==> src/rtl/nvl_pkg.sv <==
package nvl_pkg;

  localparam int CODE_W = 4;

  // Strong four-valued class; the numbering matches the output code.
  typedef enum logic [1:0] {
    NV_U = 2'd0,
    NV_X = 2'd1,
    NV_0 = 2'd2,
    NV_1 = 2'd3
  } nv_t;

  // Per-step action chosen from the control inputs.
  typedef enum logic [3:0] {
    M_U     = 4'd0,
    M_ONE   = 4'd1,
    M_ZERO  = 4'd2,
    M_X     = 4'd3,
    M_KEEP1 = 4'd4,
    M_KEEP0 = 4'd5,
    M_LOAD  = 4'd6,
    M_HOLD  = 4'd7,
    M_MERGE = 4'd8
  } mode_t;

  // Nine-value code to strong class; codes 9..15 are read as unknown.
  function automatic nv_t nv_class(input logic [CODE_W-1:0] c);
    nv_t v;
    case (c)
      4'd0:       v = NV_U;
      4'd2, 4'd6: v = NV_0;
      4'd3, 4'd7: v = NV_1;
      default:    v = NV_X;
    endcase
    return v;
  endfunction

  // Fold control polarity so that NV_1 always means "asserted".
  function automatic nv_t nv_polar(input nv_t v, input logic low);
    nv_t r;
    r = v;
    if (low && v == NV_0) r = NV_1;
    if (low && v == NV_1) r = NV_0;
    return r;
  endfunction

  // Priority decode: set, then reset, then enable.
  function automatic mode_t nv_decode(input nv_t s, input nv_t r, input nv_t e);
    mode_t m;
    if (s == NV_U)                    m = M_U;
    else if (s == NV_1)               m = M_ONE;
    else if (r == NV_U)               m = M_U;
    else if (r == NV_1)               m = (s == NV_0) ? M_ZERO : M_X;
    else if (e == NV_U)               m = M_U;
    else if (s == NV_X && r == NV_X)  m = M_X;
    else if (s == NV_X)               m = M_KEEP1;
    else if (r == NV_X)               m = M_KEEP0;
    else if (e == NV_1)               m = M_LOAD;
    else if (e == NV_0)               m = M_HOLD;
    else                              m = M_MERGE;
    return m;
  endfunction

  // Next stored class of one bit.
  function automatic nv_t nv_next(input mode_t m, input nv_t q, input nv_t d);
    nv_t n;
    case (m)
      M_U:     n = NV_U;
      M_ONE:   n = NV_1;
      M_ZERO:  n = NV_0;
      M_KEEP1: n = (q == NV_1) ? q : NV_X;
      M_KEEP0: n = (q == NV_0) ? q : NV_X;
      M_LOAD:  n = d;
      M_HOLD:  n = q;
      M_MERGE: n = (d == q) ? q : NV_X;
      default: n = NV_X;
    endcase
    return n;
  endfunction

endpackage

==> src/rtl/nvl_classify.sv <==
module nvl_classify
  import nvl_pkg::*;
#(
  parameter bit POLAR      = 1'b0,
  parameter bit ACTIVE_LOW = 1'b0
) (
  input  logic [CODE_W-1:0] code_i,
  output nv_t               cls_o
);

  nv_t raw_cls;

  assign raw_cls = nv_class(code_i);

  generate
    if (POLAR) begin : g_polar
      assign cls_o = nv_polar(raw_cls, ACTIVE_LOW);
    end else begin : g_plain
      assign cls_o = raw_cls;
    end
  endgenerate

endmodule

==> src/rtl/nvl_ctrl_decode.sv <==
module nvl_ctrl_decode
  import nvl_pkg::*;
#(
  parameter bit ACTIVE_LOW = 1'b0
) (
  input  logic [CODE_W-1:0] en_code_i,
  input  logic [CODE_W-1:0] set_code_i,
  input  logic [CODE_W-1:0] clr_code_i,
  output mode_t             mode_o
);

  nv_t en_cls;
  nv_t set_cls;
  nv_t clr_cls;

  nvl_classify #(.POLAR(1'b0), .ACTIVE_LOW(1'b0)) u_en (
    .code_i (en_code_i),
    .cls_o  (en_cls)
  );

  nvl_classify #(.POLAR(1'b1), .ACTIVE_LOW(ACTIVE_LOW)) u_set (
    .code_i (set_code_i),
    .cls_o  (set_cls)
  );

  nvl_classify #(.POLAR(1'b1), .ACTIVE_LOW(ACTIVE_LOW)) u_clr (
    .code_i (clr_code_i),
    .cls_o  (clr_cls)
  );

  assign mode_o = nv_decode(set_cls, clr_cls, en_cls);

endmodule

==> src/rtl/nvl_bit_cell.sv <==
module nvl_bit_cell
  import nvl_pkg::*;
(
  input  logic              clk,
  input  logic              rst_n,
  input  mode_t             mode_i,
  input  logic [CODE_W-1:0] din_i,
  output logic [CODE_W-1:0] dout_o
);

  nv_t d_cls;
  nv_t q;
  nv_t q_nxt;

  nvl_classify #(.POLAR(1'b0), .ACTIVE_LOW(1'b0)) u_dcls (
    .code_i (din_i),
    .cls_o  (d_cls)
  );

  assign q_nxt = nv_next(mode_i, q, d_cls);

  always_ff @(posedge clk or negedge rst_n) begin
    if (!rst_n) q <= NV_U;
    else        q <= q_nxt;
  end

  assign dout_o = {{(CODE_W-2){1'b0}}, q};

  AST_UNINIT_WINS: assert property (@(posedge clk) disable iff (!rst_n)
    (mode_i == M_U) |=> (q == NV_U));

  AST_SET_FORCES_ONE: assert property (@(posedge clk) disable iff (!rst_n)
    (mode_i == M_ONE) |=> (q == NV_1));

  AST_CLEAR_FORCES_ZERO: assert property (@(posedge clk) disable iff (!rst_n)
    (mode_i == M_ZERO) |=> (q == NV_0));

  AST_LOAD_TRACKS_DATA: assert property (@(posedge clk) disable iff (!rst_n)
    (mode_i == M_LOAD) |=> (q == $past(d_cls)));

  AST_HOLD_KEEPS: assert property (@(posedge clk) disable iff (!rst_n)
    (mode_i == M_HOLD) |=> $stable(q));

  AST_MERGE_NO_ZERO_ONE_FLIP: assert property (@(posedge clk) disable iff (!rst_n)
    (mode_i == M_MERGE) |=> (q == $past(q) || q == NV_X));

endmodule

==> src/rtl/nvl_latch_bank.sv <==
module nvl_latch_bank
  import nvl_pkg::*;
#(
  parameter int WIDTH      = 4,
  parameter bit ACTIVE_LOW = 1'b0
) (
  input  logic                       clk,
  input  logic                       rst_n,
  input  logic [CODE_W-1:0]          en_code,
  input  logic [CODE_W-1:0]          set_code,
  input  logic [CODE_W-1:0]          clr_code,
  input  logic [WIDTH*CODE_W-1:0]    din,
  output logic [WIDTH*CODE_W-1:0]    dout
);

  localparam int BUS_W = WIDTH * CODE_W;

  mode_t step_mode;

  nvl_ctrl_decode #(.ACTIVE_LOW(ACTIVE_LOW)) u_dec (
    .en_code_i  (en_code),
    .set_code_i (set_code),
    .clr_code_i (clr_code),
    .mode_o     (step_mode)
  );

  generate
    for (genvar b = 0; b < WIDTH; b++) begin : g_bit
      nvl_bit_cell u_cell (
        .clk    (clk),
        .rst_n  (rst_n),
        .mode_i (step_mode),
        .din_i  (din[b*CODE_W +: CODE_W]),
        .dout_o (dout[b*CODE_W +: CODE_W])
      );
    end
  endgenerate

  AST_BUS_WIDTH: assert property (@(posedge clk) disable iff (!rst_n)
    ($bits(dout) == BUS_W) |-> !$isunknown(dout));

endmodule

==> config.mk <==
export PLATFORM = sky130hd
export DESIGN_NAME = nvl_latch_bank
export DESIGN_NICKNAME = d
export VERILOG_FILES = /design/src/rtl/nvl_pkg.sv /design/src/rtl/nvl_classify.sv /design/src/rtl/nvl_ctrl_decode.sv /design/src/rtl/nvl_bit_cell.sv /design/src/rtl/nvl_latch_bank.sv
export SDC_FILE = /design/constraint.sdc
export NUM_CORES = 1
export LEC_CHECK = 0
export BUFFER_PORTS_ARGS = -buffer_cell sky130_fd_sc_hd__buf_2
export CORE_MARGIN = 2
export CORE_UTILIZATION = 47
export CTS_CLUSTER_DIAMETER = 150
export DETAILED_ROUTE_END_ITERATION = 8
export GPL_TIMING_DRIVEN = 0
export PLACE_DENSITY = 0.87
export SLEW_MARGIN = 25
export SYNTH_ARGS = -nofsm -noshare
export SYNTH_HDL_FRONTEND = slang
export SYNTH_SLANG_ARGS = --single-unit
==> constraint.sdc <==
create_clock -name clk -period 2.9 [get_ports clk]
set_clock_uncertainty 0.1 [all_clocks]
set_input_delay 0.435 -clock clk [delete_from_list [all_inputs] [get_ports clk]]
set_output_delay 0.435 -clock clk [all_outputs]
set_load 0.05 [all_outputs]
# Word level (Yosys, flattened, before mapping)
# Cells that the tools add are included.
dict set report totals {
  regBits 8
  latch_bits 0
  ramBits 0
  mem_bits_ro 0
  in_bits 30
  output_inout_bits 16
  word_cells 135
  n_memories 0
}
dict set report op_classes {
  n_addsub 0
  n_mul 0
  n_div 0
  n_lt_le_gt_ge 0
  n_eq_ne 66
  shift 0
  mux 34
  n_bitwise 1
  n_reduce_logical 30
}
# operator n
set op_table {}
lappend op_table {{equality test 4 x 3 -> 1 bit (second input constant)} 18}
lappend op_table {{case mux 2 bit (8 select lines)} 4}
lappend op_table {{equality test 4 x 2 -> 1 bit (second input constant)} 15}
lappend op_table {{case mux 2 bit (3 select lines)} 7}
lappend op_table {{2-to-1 mux 4 bit} 10}
lappend op_table {{zero test 4 bit} 8}
lappend op_table {{OR reduction 2 bit} 14}
lappend op_table {{equality test 2 bit (second input constant)} 13}
lappend op_table {{2-to-1 mux 2 bit} 12}
lappend op_table {{!= test 2 bit (second input constant)} 12}
lappend op_table {{AND reduction 4 bit} 4}
lappend op_table {{equality test 2 bit} 4}
lappend op_table {{zero test 2 bit} 3}
lappend op_table {{equality test 2 x 1 -> 1 bit (second input constant)} 2}
lappend op_table {{equality test 4 x 1 -> 1 bit (second input constant)} 1}
lappend op_table {{equality test 4 bit (second input constant)} 1}
lappend op_table {{logical AND 1 bit} 1}
lappend op_table {{2-to-1 mux 1 bit} 1}
lappend op_table {{NOT 1 bit} 1}

# Depth between registers and ports, before layout
# Gate-level depths: netlist of the first run.
dict set report depth {
  ltp_word 17
  mapped_depth 6
  ltp_nobuf 6
}

# By module
# From an unflattened synthesis of the first run, not the netlist that was laid out.
dict set report hier_totals {
  hier_cells 151
  area_unflattened_um2 1069.8
}
# mod n_inst cells_each area_each_um2 seq_area_each_um2
set modules_own_cells {}
lappend modules_own_cells {nvl_bit_cell 4 26 203.9 50.0}
lappend modules_own_cells {nvl_classify 7 4 18.8 0.0}
lappend modules_own_cells {nvl_ctrl_decode 1 19 122.6 0.0}

# Least setup slack after synthesis of the first run
# Ideal clock, no wire load.
dict set report synth_timing {
  kind {input -> register}
  from {input port en_code[0]}
  to {register g_bit[0].u_cell.q[1]}
  setup_ns 0.148
  arrival_ns 1.928
  required_ns 2.652
  slack_ns 0.724
  path_stages 6
  n_path_buf 0
  cell_sequence {nor4_2 > nor4b_2 > a221oi_4 > nor2_1 > a311oi_1 > o221ai_1}
}
dict set report synth_via {
  elab_chain_len 17
  elab_cells_between_ends 35
  classes_between {eq/ne: 16; mux: 12; bitwise: 1; reduce/logical: 6}
}
# item line
set synth_lines {}
lappend synth_lines {{start: declaration} nvl_latch_bank.sv:9} ;# input logic [CODE_W-1:0] en_code,
lappend synth_lines {{equality test 4 x 2 -> 1 bit or equality test 4 x 3 -> 1 bit (tied branches)} nvl_pkg.sv:29} ;# case (c)
lappend synth_lines {{OR reduction 2 bit} nvl_pkg.sv:29}
lappend synth_lines {{case mux 2 bit (3 select lines) (*)} nvl_pkg.sv:29}
lappend synth_lines {{equality test 2 bit} nvl_pkg.sv:59} ;# else if (e == NV_0) m = M_HOLD;
lappend synth_lines {{2-to-1 mux 4 bit} nvl_pkg.sv:59}
lappend synth_lines {{2-to-1 mux 4 bit} nvl_pkg.sv:58} ;# else if (e == NV_1) m = M_LOAD;
lappend synth_lines {{2-to-1 mux 4 bit} nvl_pkg.sv:57} ;# else if (r == NV_X) m = M_KEEP0;
lappend synth_lines {{2-to-1 mux 4 bit} nvl_pkg.sv:56} ;# else if (s == NV_X) m = M_KEEP1;
lappend synth_lines {{2-to-1 mux 4 bit} nvl_pkg.sv:55} ;# else if (s == NV_X && r == NV_X) m = M_X;
lappend synth_lines {{2-to-1 mux 4 bit (*)} nvl_pkg.sv:54} ;# else if (e == NV_U) m = M_U;
lappend synth_lines {{2-to-1 mux 4 bit (*)} nvl_pkg.sv:53} ;# else if (r == NV_1) m = (s == NV_0) ? M_ZERO : M_X;
lappend synth_lines {{2-to-1 mux 4 bit (*)} nvl_pkg.sv:52} ;# else if (r == NV_U) m = M_U;
lappend synth_lines {{2-to-1 mux 4 bit (*)} nvl_pkg.sv:51} ;# else if (s == NV_1) m = M_ONE;
lappend synth_lines {{2-to-1 mux 4 bit (*)} nvl_pkg.sv:50} ;# if (s == NV_U) m = M_U;
lappend synth_lines {{equality test 4 bit or equality test 4 x 3 -> 1 bit (tied branches)} nvl_pkg.sv:67} ;# case (m)
lappend synth_lines {{!= test 2 bit (no line) or NOT 1 bit (tied branches)} n/a}
lappend synth_lines {{AND reduction 4 bit (no line)} n/a}
lappend synth_lines {{end signal: assignment} nvl_bit_cell.sv:24} ;# else q <= q_nxt;
lappend synth_lines {{end: declaration} nvl_bit_cell.sv:12} ;# nv_t q;
# Every way passes the cells marked *; elsewhere a longest branch is shown, timed or not.
# A chain may end at the register's enable or synchronous reset.

# Final worst setup path of the first run
dict set report layout_timing {
  from {input port set_code[3]}
  to {register g_bit[2].u_cell.q[1]}
}
dict set report layout_via {
  elab_chain_len 14
  elab_cells_between_ends 35
  classes_between {eq/ne: 17; mux: 10; bitwise: 1; reduce/logical: 7}
}
# item line
set layout_lines {}
lappend layout_lines {{start: declaration} nvl_latch_bank.sv:10} ;# input logic [CODE_W-1:0] set_code,
lappend layout_lines {{equality test 4 x 2 -> 1 bit or equality test 4 x 3 -> 1 bit (tied branches)} nvl_pkg.sv:29}
lappend layout_lines {{OR reduction 2 bit} nvl_pkg.sv:29}
lappend layout_lines {{case mux 2 bit (3 select lines) (*)} nvl_pkg.sv:29}
lappend layout_lines {{equality test 2 x 1 -> 1 bit} {nvl_pkg.sv:55, nvl_pkg.sv:56}}
lappend layout_lines {{2-to-1 mux 4 bit or logical AND 1 bit (tied branches)} {nvl_pkg.sv:56, nvl_pkg.sv:55}}
lappend layout_lines {{2-to-1 mux 4 bit} nvl_pkg.sv:55}
lappend layout_lines {{2-to-1 mux 4 bit} nvl_pkg.sv:54}
lappend layout_lines {{2-to-1 mux 4 bit} nvl_pkg.sv:53}
lappend layout_lines {{2-to-1 mux 4 bit} nvl_pkg.sv:52}
lappend layout_lines {{2-to-1 mux 4 bit} nvl_pkg.sv:51}
lappend layout_lines {{2-to-1 mux 4 bit (*)} nvl_pkg.sv:50}
lappend layout_lines {{equality test 4 bit or equality test 4 x 3 -> 1 bit (tied branches)} nvl_pkg.sv:67}
lappend layout_lines {{!= test 2 bit (no line) or NOT 1 bit (tied branches)} n/a}
lappend layout_lines {{AND reduction 4 bit (no line)} n/a}
lappend layout_lines {{end signal: assignment} nvl_bit_cell.sv:24}
lappend layout_lines {{end: declaration} nvl_bit_cell.sv:12}
# Marked as above.

==> results of run 1 <==
power breakdown:
group | switching [µW] | total (µW) | internal, µW | leakage, µW
sequential | 18.3 | 147 | 128 | 0.0000924
clock | 36.7 | 83.9 | 47.3 | 0.0000138
combinational | 159 | 244 | 85.4 | 0.000384
layout make-up:
type	instances	area share [%]
multi-input combinational	80	51.6
sequential	8	18.0
timing repair buffer	38	17.5
buffer	8	5.39
tap	25	2.81
inverter	8	2.70
clock buffer	3	2.02
cell usage in the layout (no fill, tap or decap), types with 2 or more instances in the layout:
| cell type | count |
|---|---|
| and2_1 | 2 |
| a311oi_1 | 4 |
| nor2b_1 | 2 |
| o21a_1 | 4 |
| o21ba_2 | 2 |
| nand4_1 | 2 |
| nand2_1 | 2 |
| buf_4 | 8 |
| clkbuf_4 | 3 |
| o21ai_0 | 8 |
| a211oi_1 | 8 |
| conb_1 | 8 |
| inv_1 | 8 |
| dfrtp_1 | 8 |
| nor4_2 | 3 |
| o221ai_1 | 4 |
| xnor2_1 | 9 |
| nor2_1 | 7 |
| buf_2 | 37 |
| nand2b_1 | 4 |
routing by layer:
layer  routed length (µm)  global-route usage (%)  share of wire (%)
met1                  816                    26.3                 41
met2                 1050                    37.8                 52
met4                    0                    5.14                  0
met5                    0                       0                  0
met3                  137                    5.10                6.8
stage by stage:
step                setup WS [ns]  total power, µW  cells  utilization, %
finish                      0.557              475    170            65.2
floorplan                   0.724              327    104               -
detailed placement          0.338              391    166            63.3
global route                0.333              507    170            65.2
CTS                         0.591              478    170            65.2
global placement            0.381              384    166            63.3
worst reg2reg max path: cells and delay by family, from the launching register on:
kind / cells / cell delay (ns)
buffers and inverters: 1 / 0.08
AOI/OAI and AO/OA: 4 / 0.72
DFF: 1 / 0.38
xor gates and xnor gates: 1 / 0.12
worst paths after layout:
path / end / slack, ns / cells after the start
worst min-delay path: g_bit[0].u_cell.q[1] / 0.45 / 3
max in group asynchronous: g_bit[3].u_cell.q[1] / 2.07 / 2
worst min register to register: g_bit[3].u_cell.q[0] / 0.48 / 1
worst max register to register: g_bit[1].u_cell.q[1] / 1.35 / 6
worst max-delay path: g_bit[2].u_cell.q[1] / 0.56 / 7
min in group asynchronous: g_bit[1].u_cell.q[0] / 0.46 / 2
kinds of logic after synthesis:
logic type      Yosys count  synth area share, %
buf+inv                  16                 10.7
flops                     8                 23.9
other cells               1                0.447
compound gates           36                 34.0
xor+xnor                  9                 9.40
simple gates             27                 21.5
what timing repair did:
action | in CTS | in global routing
hold endpoints to repair | 8 | 0
gates resized for setup | 0 | 0
setup endpoints to repair | 0 | 0
hold buffers | 1 | 0
==> impl_results.md, run 1 <==
- Multi-input gate area: 574 µm²
- Initial DRC count: 26
- Residual DRC: 0
- WL per Instance: 11.8 µm
- Clock-pin transition on the worst setup and hold timing paths: roughly 0.050 ns
- Unrepaired setup endpoints after global routing: false
- Avg Inst Size Synth: 8.64 µm²
- Top cells by area, synth: dfrtp_1 24%, xnor2_1 9.4%, a211oi_1 7.2%
- Crit-path cells: buf_2 -> nor4_2 -> nor4b_2 -> a221oi_4 -> nor2_1 -> a311oi_1 -> o221ai_1
- Routed vias: 914
- Most common cell in the synthesized netlist: xnor2_1
- Synth Cell Area: roughly 840 µm²
- Fill cells: 160
- Req. time, crit path: 2.90 ns
- Max_cap viols: 0
- Hold Path Origin: din[1]
- Worst hold path class: input pin to register
- Final Cell Area: 1110 µm²
- Placed cell area: 1080 µm²
- Slowest stage cell, crit path: a221oi_4
- Cell variety after synth: 29
- Layout cell share with drive strength beyond 1: between 30% and 40%
- Largest Register: g_bit.u_cell.q
- Antenna viol nets, final: 0
- Fin crit share: 80.8%
- Ys Warns: 0
- Setup violations, final: 0
- Rel. slew slack: 59.6%
- Clock tree buffer depth: 2
- Leak: between 0.0004 and 0.0005 µW
- Pin count of the biggest net entering global routing: 9
- WP buf/inv: 1
- TritonCTS Sinks: 8
- Most used DFF post-synth: dfrtp_1
- Max reg flops: 8
- Minimum clock period: 2.34 ns
- CP Capture Type: register
- Final Hold Violating Endpoints: 0
- Initial core utilization: 49.1%
- Fin. max-slew vios: 0
- Maximum level of the CTS H-tree: 1
- Post-synth top area cell: dfrtp_1
- CP arrival: 2.34 ns
- Register area: 200 µm²
- Crit path max-delay family: compound AO/OA/AOI/OAI gates
- Yosys reg bits: 8
- Total core area: 1710 µm²
- Detailed placer's ending HPWL: roughly 1.7 mm
- Number of global-route vias before repair: 859
- Biggest regs: g_bit.u_cell.q (8)
- Port Buffers: 37
- Post-synth ARST share: 100%
- Synth top area share: 23.9%
- Peak supply drop: 0.000408 V
- Total clock buffers created by CTS: 3
- Num rows: 15
- Sequential fraction of the synthesis area: 23.9%
- Max stage delay on crit path: 0.52 ns
- Post-CTS Setup Inserts: 0
- Post-synth EDFFs: 0
- Chip height: roughly 46 µm
- Tot GR Track Use: 21.5%
- CP startpoint kind: input pin
- Worst Setup SP: set_code[3]
- CTS root buffer: clkbuf_4
- Die area: between 2000 and 2500 µm²
- Setup TNS: 0 ns
- Status: finished, final reports clean
- Chip Width: 46.2 µm
- Cells after Synth: 97
- Worst-path maximum fanout: 8
- Achievable Freq: 427 MHz
- WS Path Type: input pin to register
- Reg2Reg Launch Point: g_bit[1].u_cell.q[1]
- Area Overhead vs Synth: 32.8%
- First-pass GRT wire length: 3.40 mm
- Hold Slack: 0.452 ns
- Worst Tran Pin Value: 0.604 ns
- Ports: 46
- Count of nets after finishing: 177
- Initial antenna violation count: 0
- # diodes: 0
- TritonCTS clock tree: yes
- Cell Pwr Density: 426 nW/µm²
- Gp weighted congestion: 0.813
- Routed vias/inst: ~5.4
- Worst-skew pair later-pin latency: 0.25 ns
- Post-Route WL: 2.01 mm
- GRT Residual Overflow: 0
- Detailed Routing Iterations Pass 1: 6
Note: power is estimated with default switching activity, not from simulation.
==> run 2, diff against run 1 <==
--- a/config.mk
+++ b/config.mk
@@ -5,13 +5,14 @@
 export SDC_FILE = /design/constraint.sdc
 export NUM_CORES = 1
 export LEC_CHECK = 0
+export ABC_AREA = 1
 export BUFFER_PORTS_ARGS = -buffer_cell sky130_fd_sc_hd__buf_2
 export CORE_MARGIN = 2
-export CORE_UTILIZATION = 47
+export CORE_UTILIZATION = 44
 export CTS_CLUSTER_DIAMETER = 150
 export DETAILED_ROUTE_END_ITERATION = 8
 export GPL_TIMING_DRIVEN = 0
-export PLACE_DENSITY = 0.87
+export PLACE_DENSITY = 0.79
 export SLEW_MARGIN = 25
 export SYNTH_ARGS = -nofsm -noshare
 export SYNTH_HDL_FRONTEND = slang
==> constraint.sdc (replaced) <==
create_clock -name clk -period 1.91 [get_ports clk]
set_clock_uncertainty 0.1 [all_clocks]
set_input_delay 0.2865 -clock clk [delete_from_list [all_inputs] [get_ports clk]]
set_output_delay 0.2865 -clock clk [all_outputs]
set_load 0.05 [all_outputs]
==> run 2 against run 1 <==
Against the previous run: power rose by 99%; worst hold slack got worse by 0.15 ns; via count rose by 35%; sequential share of layout area is 4.2 points lower; design area increased by 30%; synthesized cell count grew 94%; register-to-register slack got worse by 0.68 ns; clock power grew 60%; count of clock-buffer cells in the layout stayed put; flip-flop and latch count unchanged; area after synthesis is 39% higher; routed wire length is 22% higher; critical path type unchanged; largest cell class unchanged.
==> impl_results.md, run 2 <==
- Worst-skew pair later-pin latency: 0.26 ns (about the same)
- TritonCTS Sinks: 8 (unchanged)
- Number of global-route vias before repair: 1,060 (+23%)
- Detailed placer's ending HPWL: 2.05 mm (+20%)
- Most common cell in the synthesized netlist: nand2_1
- Max reg flops: 8 (unchanged)
- Achievable Freq: 609 MHz
- Die area: 3080 µm² (+44%)
- Cells after Synth: 188 (+94%)
- Final Hold Violating Endpoints: 0 (unchanged)
- Final Core Density: 58.0% (-7.2 points)
- Status: finished, final reports clean
- Post-CTS Setup Inserts: 0 (unchanged)
- TritonCTS clock tree: yes
- Layout cell share with drive strength beyond 1: 33.9% (-4.0 points)
- Post_cts resized: 0 (unchanged)
- Peak supply drop: 0.000502 V (+23%)
- Worst-path maximum fanout: 6 (-2)
- Most used DFF post-synth: dfrtp_1
- Port Buffers: 37 (unchanged)
- Reg2reg setup slack: 0.67 ns (-0.68 ns)
- Cell variety after synth: 24 (-17%)
- Minimum clock period: 1.64 ns
- Chip height: 55.5 µm (+20%)
- Yosys reg bits: 8 (unchanged)
- Routed vias: 1,234 (+35%)
- Worst r2r dst: g_bit[2].u_cell.q[0]
- Total core area: 2500 µm² (+46%)
- Most frequent cells after synthesis: 47 x nand2_1, 32 x inv_1, 20 x nor2_1
- R2R cell count: 6 (unchanged)
- Post-synth top area cell: dfrtp_1
- Clock tree buffer depth: 2 (unchanged)
- Leak: 0.000928 µW (+89%)
- Tot GR Track Use: 16.0% (-5.5 points)
- Ys Warns: 0 (unchanged)
- Area Overhead vs Synth: 24.1%
- Synth top area share: 17.1% (-6.7 points)
- Gp weighted congestion: 0.759 (-6.7%)
- Req. time, crit path: 1.96 ns (-0.94 ns)
- Biggest regs: g_bit.u_cell.q (8)
- Ports: 46 (unchanged)
- GRT Residual Overflow: 0 (unchanged)
- Most common cell after layout, fill and taps aside: nand2_1
- CP Capture Type: register
- Pin count of the biggest net entering global routing: 9 (unchanged)
- Post-synth ARST share: 100% (unchanged)
- Worst hold path class: input pin to asynchronous set/reset pin
- Initial DRC count: 15 (-42%)
- Cell Pwr Density: 651 nW/µm² (+53%)
- CTS root buffer: clkbuf_4
- CP startpoint kind: input pin
- Avg Inst Size Synth: 6.22 µm² (-28%)
- Initial core utilization: 46.7% (-2.3 points)
- Maximum level of the CTS H-tree: 1 (unchanged)
- Hold Slack: 0.299 ns (-0.153 ns)
- Pre-CTS setup slack: -0.00608 ns (-0.344 ns)
- Reg2Reg Launch Point: g_bit[2].u_cell.q[0]
- Fin. max-slew vios: 0 (unchanged)
- Most frequent cells in the layout: 47 x nand2_1, 37 x buf_2, 32 x inv_1, 20 x nor2_1, 10 x nand3_1
- WS Path Type: input pin to register
- WL per Instance: 9.18 µm (-22%)
- Unrepaired setup endpoints after global routing: false
- CP arrival: 1.69 ns (-0.65 ns)
- Initial antenna violation count: 0 (unchanged)
- Detailed Routing Iterations Pass 1: 4 (-2)
- Placed insts: 262 (+58%)
- Synth Cell Area: 1170 µm² (+39%)
- # diodes: 0 (unchanged)
- Routed vias/inst: 4.64 (-14%)
- Count of nets after finishing: 268 (+51%)
- Residual DRC: 0 (unchanged)
- Clock-pin transition on the worst setup and hold timing paths: 0.05 ns (about the same)
- Final WS setup: 0.267 ns (-0.290 ns)
- Antenna viol nets, final: 0 (unchanged)
- Post-synth EDFFs: 0 (unchanged)
- Setup violations, final: 0 (unchanged)
- Fin crit share: 86.0%
- Chip Width: 55.5 µm (+20%)
- Top cells by area, synth: dfrtp_1 17%, nand2_1 15%, inv_1 10%
- Max_cap viols: 0 (unchanged)
- First-pass GRT wire length: 4.05 mm (+19%)
- Largest Register: g_bit.u_cell.q
- Post-Route WL: 2.44 mm (+22%)
- Sequential fraction of the synthesis area: 17.1% (-6.7 points)
- Non-Filler Instances: 266 (+56%)
- Total clock buffers created by CTS: 3 (unchanged)
- Num rows: 18 (+3)
[run 2: cell types whose count changed after synthesis, sizes merged, moves of 7 or more]
cell and delta:
nand2 +58, inv +28, nor2 +18, nand3 +16
xnor2 -9, a211oi -8, xor2 +8, o21bai +7
[run 2: stage by stage]
step | area, µm² | TNS [ns] | total power [µW]
4_1_cts | 1450 | 0 | 947
3_3_place_gp | 1420 | -0.000126 | 805
6_report | 1450 | 0 | 944
5_1_grt | 1450 | 0 | 1000
3_5_place_dp | 1420 | -0.0129 | 813
2_1_floorplan | 1190 | 0 | 687
[run 2: cells by family after synthesis]
| family | after synthesis | synth area share (%) |
|---|---|---|
| other cells | 1 | 0.321 |
| simple gates | 110 | 48.2 |
| xor+xnor | 8 | 6.00 |
| buf+inv | 45 | 17.3 |
| flops | 8 | 17.1 |
| compound gates | 16 | 11.0 |
[run 2: layer usage]
layer	share of wire (%)	global-route usage, %	vias to the layer above
li1	-	-	661
met1	44	17.8	536
met2	50	30.1	32
met3	4.3	1.64	5
met4	1.4	7.32	0
met5	0	0	-
[run 2: power by group]
group	leakage (µW)	internal, µW	switching (µW)
logic	0.000820	174	388
registers	0.0000946	207	40.1
clock network	0.0000138	72.2	61.8
[run 2: worst max-delay path by stage]
stage / startpoint / endpoint / cells past startpoint
global route: set_code[3] / g_bit[1].u_cell.q[0] / 17
global placement: set_code[3] / g_bit[1].u_cell.q[0] / 15
finish: set_code[3] / g_bit[1].u_cell.q[0] / 15
CTS: set_code[3] / g_bit[0].u_cell.q[0] / 15
floorplan: set_code[3] / g_bit[0].u_cell.q[0] / 14
detailed placement: set_code[3] / g_bit[2].u_cell.q[0] / 15
[run 2: layout make-up]
class | instances | area (µm²)
clock buffers | 3 | 22.5
well taps | 30 | 37.5
fillers | 255 | 1050
repair buffers | 38 | 195
plain buffers | 8 | 60.1
flip-flops and latches | 8 | 200
multi-input cells | 142 | 792
inverters | 37 | 143
[run 2: timing repair]
| action | CTS | global route |
|---|---|---|
| endpoints found under the setup margin | 0 | 0 |
| hold buffers | 1 | 0 |
| endpoints found under the hold margin | 8 | 0 |
[run 2: critical path: stages]
cell	delay [ns]
buf_2	0.11
nor2_2	0.13
nand2_1	0.08
nand2_2	0.10
nand2_1	0.06
nand2_1	0.05
nand2_1	0.04
nand2_1	0.06
nand2_2	0.07
a21oi_4	0.23
nand3_2	0.20
nand2_2	0.12
nor2_1	0.05
nand2_1	0.05
nand2_1	0.05
